`src/rtl/bist_pkg.sv`:
```
package bist_pkg;
  parameter int LFSR_W = 15;
  typedef logic [LFSR_W-1:0] lfsr_t;

  // Feedback bit for x^15 + x^14 + 1.
  function automatic logic lfsr_fb(input lfsr_t s);
    return s[LFSR_W-1] ^ s[LFSR_W-2];
  endfunction

  // One shift step: drop the oldest bit and insert the feedback bit.
  function automatic lfsr_t lfsr_step(input lfsr_t s);
    return {s[LFSR_W-2:0], lfsr_fb(s)};
  endfunction
endpackage

```
`src/rtl/bist_sel_decode.sv`:
```
module bist_sel_decode #(
  parameter int NCH  = 8,
  parameter int SELW = 4
) (
  input  logic            act,
  input  logic [SELW-1:0] sel,
  output logic [NCH-1:0]  tgt
);
  always_comb begin
    tgt = '0;
    if (act) begin
      if (sel == SELW'(NCH)) begin
        tgt = '1;
      end else begin
        for (int i = 0; i < NCH; i++) begin
          if (sel == SELW'(i)) tgt[i] = 1'b1;
        end
      end
    end
  end
endmodule

```
`src/rtl/bist_chan_delay.sv`:
```
module bist_chan_delay #(
  parameter int ON_DLY  = 10,
  parameter int OFF_DLY = 7
) (
  input  logic clk,
  input  logic rst_n,
  input  logic stb,
  input  logic req,
  output logic en
);
  localparam int MAXD = (ON_DLY > OFF_DLY) ? ON_DLY : OFF_DLY;
  localparam int CW   = $clog2(MAXD + 1);

  logic [CW-1:0] cnt;
  logic [CW-1:0] lim_m1;

  assign lim_m1 = en ? CW'(OFF_DLY - 1) : CW'(ON_DLY - 1);

  always_ff @(posedge clk) begin
    if (!rst_n) begin
      en  <= 1'b0;
      cnt <= '0;
    end else if (stb) begin
      if (req == en) begin
        cnt <= '0;
      end else if (cnt == lim_m1) begin
        en  <= req;
        cnt <= '0;
      end else begin
        cnt <= cnt + 1'b1;
      end
    end
  end
endmodule

```
`src/rtl/bist_prbs_gen.sv`:
```
module bist_prbs_gen
  import bist_pkg::*;
#(
  parameter int    WW   = 10,
  parameter lfsr_t SEED = 15'h1ACE
) (
  input  logic          clk,
  input  logic          rst_n,
  input  logic          stb,
  output logic [WW-1:0] word,
  output lfsr_t         state
);
  lfsr_t nxt;

  always_comb begin
    lfsr_t s;
    s    = state;
    word = '0;
    for (int k = 0; k < WW; k++) begin
      word[WW-1-k] = lfsr_fb(s);
      s = lfsr_step(s);
    end
    nxt = s;
  end

  always_ff @(posedge clk) begin
    if (!rst_n)   state <= SEED;
    else if (stb) state <= nxt;
  end
endmodule

```
`src/rtl/bist_prbs_ctrl.sv`:
```
module bist_prbs_ctrl
  import bist_pkg::*;
#(
  parameter int    NCH     = 8,
  parameter int    WW      = 10,
  parameter int    SELW    = 4,
  parameter int    ON_DLY  = 10,
  parameter int    OFF_DLY = 7,
  parameter lfsr_t SEED    = 15'h1ACE
) (
  input  logic              clk,
  input  logic              rst_n,
  input  logic              word_stb,
  input  logic              test_act,
  input  logic [SELW-1:0]   test_sel,
  input  logic [NCH*WW-1:0] user_data,
  output logic [NCH-1:0]    test_en,
  output logic [WW-1:0]     prbs_word,
  output logic [NCH*WW-1:0] tx_data
);
  logic [NCH-1:0] tgt_vec;
  lfsr_t          lfsr_q;

  bist_sel_decode #(.NCH(NCH), .SELW(SELW)) u_dec (
    .act (test_act),
    .sel (test_sel),
    .tgt (tgt_vec)
  );

  bist_prbs_gen #(.WW(WW), .SEED(SEED)) u_prbs (
    .clk   (clk),
    .rst_n (rst_n),
    .stb   (word_stb),
    .word  (prbs_word),
    .state (lfsr_q)
  );

  for (genvar g = 0; g < NCH; g++) begin : g_lane
    bist_chan_delay #(.ON_DLY(ON_DLY), .OFF_DLY(OFF_DLY)) u_dly (
      .clk   (clk),
      .rst_n (rst_n),
      .stb   (word_stb),
      .req   (tgt_vec[g]),
      .en    (test_en[g])
    );
    assign tx_data[g*WW +: WW] = test_en[g] ? prbs_word : user_data[g*WW +: WW];
  end
endmodule

```
`config.mk`:
```
export PLATFORM = sky130hd
export DESIGN_NAME = bist_prbs_ctrl
export DESIGN_NICKNAME = d
export VERILOG_FILES = /design/src/rtl/bist_pkg.sv /design/src/rtl/bist_sel_decode.sv /design/src/rtl/bist_chan_delay.sv /design/src/rtl/bist_prbs_gen.sv /design/src/rtl/bist_prbs_ctrl.sv
export SDC_FILE = /design/constraint.sdc
export NUM_CORES = 1
export LEC_CHECK = 0
export CORE_AREA = 2 2 86 88
export CTS_CLUSTER_SIZE = 25
export DETAILED_ROUTE_END_ITERATION = 8
export DIE_AREA = 0 0 88 90
export DONT_BUFFER_PORTS = 1
export GPL_TIMING_DRIVEN = 1
export PLACE_DENSITY = 0.74
export SLEW_MARGIN = 20
export SYNTH_ARGS = -nofsm -noshare
export SYNTH_HDL_FRONTEND = slang
export SYNTH_SLANG_ARGS = --single-unit
```
`constraint.sdc`:
```
create_clock -name clk -period 1.64 [get_ports clk]
set_input_delay 0.082 -clock clk [delete_from_list [all_inputs] [get_ports clk]]
set_output_delay 0.082 -clock clk [all_outputs]
set_load 0.005 [all_outputs]
```
Word level (Yosys, flattened, before mapping)
Cells that the tools add are included.
{ "classes": {"add_sub_neg": 8, "eq_ne": 24, "mux": 42, "n_bitwise": 18, "n_reduce_logical": 9} }
{ "op_table": {"columns": ["cell", "n"], "rows": [
  ["2-to-1 mux 4 bit", 24],
  ["2-to-1 mux 10 bit", 8],
  ["adder 4 x 1 -> 4 bit (second input constant)", 8],
  ["equality test 4 bit", 8],
  ["AND reduction 3 bit", 8],
  ["equality test 4 x 3 -> 1 bit (second input constant)", 4],
  ["2-to-1 mux 8 bit", 2],
  ["bitwise XOR 1 bit", 10],
  ["equality test 1 bit", 8],
  ["equality test 4 x 2 -> 1 bit (second input constant)", 2],
  ["2-to-1 mux 1 bit", 8],
  ["NOT 1 bit", 8],
  ["equality test 4 x 1 -> 1 bit (second input constant)", 1],
  ["equality test 4 bit (second input constant)", 1],
  ["zero test 4 bit", 1]
]} }
{ "word_totals": {"reg_bits": 55, "inputBits": 88, "out_inout_bits": 98, "word_cells": 118} }

Logic depth before layout (Yosys ltp)
{ "logic_depth": {"word_depth": 7, "depth_mapped": 6, "depth_no_buf": 5} }

Hierarchy
From an unflattened synthesis, not the netlist that was laid out.
{ "unflattened": {"cells_unflattened": 465, "hier_area_um2": 4301.6} }
{ "modules_own_cells": {"columns": ["module", "n_inst", "cells_each", "area_each_um2", "seq_area_each_um2"], "rows": [
  ["bist_chan_delay at g_lane[0].u_dly ...", 7, 36, 307.8, 100.1],
  ["bist_prbs_ctrl", 1, 88, 991.0, 0.0],
  ["bist_prbs_gen", 1, 63, 640.6, 300.3],
  ["bist_chan_delay at g_lane[7].u_dly", 1, 36, 322.8, 100.1],
  ["bist_sel_decode", 1, 26, 192.7, 0.0]
]} }

Worst setup path after synthesis
No wires, ideal clock.
{ "synth_timing": {"kind": "reg-to-reg", "start": "reg g_lane[7].u_dly.en", "end": "reg g_lane[7].u_dly.cnt[2]", "setup_ns": 0.132, "arrival_ns": 1.404, "required_time_ns": 1.508, "setup_slack_ns": 0.104, "path_stages_with_launch": 7, "path_buffers": 1, "synth_period_minus_slack_ns": 1.536, "cell_sequence": "dfxtp_1 > clkbuf_1 > or3b_2 > o221ai_1 > nor4_1 > o21ai_0 > a21oi_1"} }
{ "synth_between": {"elab_chain_len": 4, "word_cells_on_any_way": 5, "classes_between": "eq/ne: 2; mux: 3"} }
{ "synth_lines": {"columns": ["item", "line", "rtl"], "rows": [
  ["from (decl)", "bist_chan_delay.sv:9", "output logic en"],
  ["from (signal assigned)", "bist_chan_delay.sv:27", "en <= req;"],
  ["2-to-1 mux 4 bit", "bist_chan_delay.sv:17", "assign lim_m1 = en ? CW'(OFF_DLY - 1) : CW'(ON_DLY - 1);"],
  ["equality test 4 bit", "bist_chan_delay.sv:26", "end else if (cnt == lim_m1) begin"],
  ["2-to-1 mux 4 bit", "bist_chan_delay.sv:26", null],
  ["2-to-1 mux 4 bit *", "bist_chan_delay.sv:24", "if (req == en) begin"],
  ["to (signal assigned)", "bist_chan_delay.sv:30", "cnt <= cnt + 1'b1;"],
  ["to (decl)", "bist_chan_delay.sv:14", "logic [CW-1:0] cnt;"]
]} }
Every way passes the cells marked *; elsewhere a longest branch is shown, timed or not.
A chain may end at the register's enable or synchronous reset.

Final worst setup path
{ "layout_timing": {"start": "reg u_prbs.state[5]", "end": "out tx_data[71]"} }
{ "layout_between": {"elab_chain_len": 2} }
{ "layout_lines": {"columns": ["item", "line", "rtl"], "rows": [
  ["from (decl)", "bist_prbs_gen.sv:11", "output lfsr_t state"],
  ["from (signal assigned)", "bist_prbs_gen.sv:28", "else if (stb) state <= nxt;"],
  ["bitwise XOR 1 bit", "bist_pkg.sv:7", "return s[LFSR_W-1] ^ s[LFSR_W-2];"],
  ["2-to-1 mux 10 bit", "bist_prbs_ctrl.sv:46", "assign tx_data[g*WW +: WW] = test_en[g] ? prbs_word : user_data[g*WW +: WW];"],
  ["to (decl)", "bist_prbs_ctrl.sv:19", "output logic [NCH*WW-1:0] tx_data"]
]} }
Every way passes these cells.

==> impl_metrics.toml <==
[detailed_routing]
drt_pass1_iterations = 5
viasPerCell = 6.56
ant_nets = 0
via_count = 4295
drt_wl_total_mm = 12.9
routedWlPerCell_microns = 19.7
drt_iter0_drc = 369
drc = 0

[timing]
hold_viol_final = 0
fin_crit_ps = 1570
worst_pin_slew_ps = 658
finalSetupViolations = 0
skew_ps = 6.57
relSlewSlack = 0.560
fin_setup_tns_ps = 0
whs_ps = 5.04
max_freq_ghz = 0.635
drv_slew = 0
post-route-period-util = 0.960
fin_ws_ps = 65.9

[global_routing]
antenna_found_initial = 0
grt_remaining_overflow = 0
grt_pass1_vias = 3755
grt.total_usage = 0.310
grt_start_max_net_pins = 44
grt_pass1_wl_mm = 19.4

[cts]
clock_latency_ps = 310
post_cts_buffers = 0
htreeDepth = 2
cts_buffers = 5
cts_tree = "built"
clk_pin_slew_ps = 100
clock_path_buffers = 2
cts.sinks = 55
cts_root_buf = "clkbuf_8"

[synthesis]
ys_seq_area_frac = 0.277
synth_fp_nets = 668
ys_async_sr_fraction = 0
ys_warn_count = 0
ys_ff_latch = 55
synth_ff_type = "dfxtp_1"
synth_cell_types = 56
syn_inst = 572
synth-edff-count = 0
syn_area_sq_um = 3980
syn-mean-instance-area_sq_um = 6.95

[worst_setup_path]
worstSetupEndpoint = "tx_data[71]"
end_kind = "output port"
rrSetupSlack_ps = 70
rr_endpoint = "g_lane[0].u_dly.cnt[2]"
crit_path_start_kind = "register"
crit_slowest_cell = "xnor2_2"
arrival_ps = 1490
cp_max_fo = 10
crit-reg2reg-launch = "g_lane[0].u_dly.en"
reg2regPathDepth = 5
startpoint = "u_prbs.state[5]"
path_class = "register to output port"
cp_cell_sequence = "xnor2_2, a21oi_1"
cpPeakStageDelay_ps = 530
crit_required_ps = 1560

[placed_design]
dp_hpwl_mm = 9.37
gp_congestion = 0.973
io_buffer_count = 0
post-place-ws_ps = 54.6
post-place-cells = 643

[die]
rows = 31
dieArea_sq_um = 7920
ios = 186
core_area_sq_um = 7020
die_w_microns = 88
start_util = 0.566
die_h_microns = 90

[layout]
nets = 653
layout_common_cells = "nor2_1, a21oi_1, nand2_1"
syn2layout_area_growth_pct = 7.58
drive_gt1_frac = 0.124
final_cell_count_no_fill = 655
fill_cells = 653
final_common_cell = "nor2_1"
num_antenna_cells = 0
multi_input_area_sq_um = 2660
regArea_sq_um = 1110

[hold_path]
hold_class = "input port to register"
min_path_cells = 3

[pwr]
p_leak_nw = 1.69
power_mw = 2.67
peakVddDrop_mv = 0.513
power_density_nw_per_um2 = 623

[flow_run]
cap_violations = 0

[run_status]
status = "finished, final reports clean"
-- logic make-up (layout without fill, tap and decap cells) --
logic type,after synthesis,count (layout),share of synthesized area
fa+ha+maj,8,8,0.0252
xor+xnor,18,18,0.0453
compound gates,155,155,0.222
mux,11,11,0.0280
buf+inv,66,50,0.0758
simple gates,259,259,0.327
flops,55,55,0.277
-- layer usage --
layer	track usage	wire length [microns]
met1	0.427	5320
met2	0.469	5910
met3	0.0882	1390
met4	0.0897	252
met5	0	0
-- critical path, delay by kind of cell (launching register included) --
kind / cells / cell delay, ps
flops: 1 / 370
compound gates: 1 / 290
xor+xnor: 1 / 530
-- flip-flops by register name, indices dropped and copies added (netlist names) --
| register | cells |
|---|---|
| u_prbs.state | 15 |
| g_lane.u_dly.en | 8 |
| g_lane.u_dly.cnt | 32 |
-- cell usage after synthesis (7+ instances only) --
library cell,instances,area [sq um]
clkbuf_1,33,124
ha_1,8,100
a21oi_1,100,500
or4_1,7,52.6
mux2i_1,10,100
nand4_1,7,43.8
nand4b_1,9,78.8
nand3_1,24,120
buf_4,10,75.1
nor4b_1,7,61.3
nor3_1,9,45.0
a31oi_1,8,50.1
buf_1,7,26.3
o21ai_0,16,80.1
dfxtp_1,55,1100
nand2_1,50,188
nor2_1,108,405
inv_1,13,48.8
xnor2_1,13,114
-- area by class of cell --
class,count,share of cell area
well taps,99,0.0290
repair buffers,31,0.0603
inverters,13,0.0114
clock buffers,6,0.0170
flip-flops and latches,55,0.260
multi-input cells,451,0.622
-- worst min path at each step --
stage | start | to | slack, ps
global placement | rst_n | u_prbs.state[2] | 150
floorplan | test_sel[0] | g_lane[0].u_dly.en | 280
finish | word_stb | g_lane[7].u_dly.en | 5
global route | word_stb | g_lane[7].u_dly.en | 30
detailed placement | rst_n | u_prbs.state[11] | 150
CTS | word_stb | g_lane[5].u_dly.cnt[0] | 6
-- power by group --
group	total, mW	switching (mW)	internal [mW]	leakage (nW)
Combinational	0.550	0.365	0.185	1.21
Clock	0.719	0.432	0.287	0.0371
Sequential	1.40	0.0335	1.36	0.451
Total	2.67	0.831	1.84	1.69
-- stage by stage --
step | util | area, sq um
final | 0.609 | 4280
after global routing | 0.609 | 4280
after CTS | 0.599 | 4210
after detailed placement | 0.575 | 4040
after global placement | 0.575 | 4040
after floorplan | - | 3980
-- timing repair --
action / 4_1_cts / 5_1_grt
hold endpoints to repair: 40 / 0
gates resized for setup: 4 / 19
pin swaps: 0 / 2
setup endpoints to repair: 54 / 26
hold buffers: 6 / 0
Power figures use the tool's default switching activity.
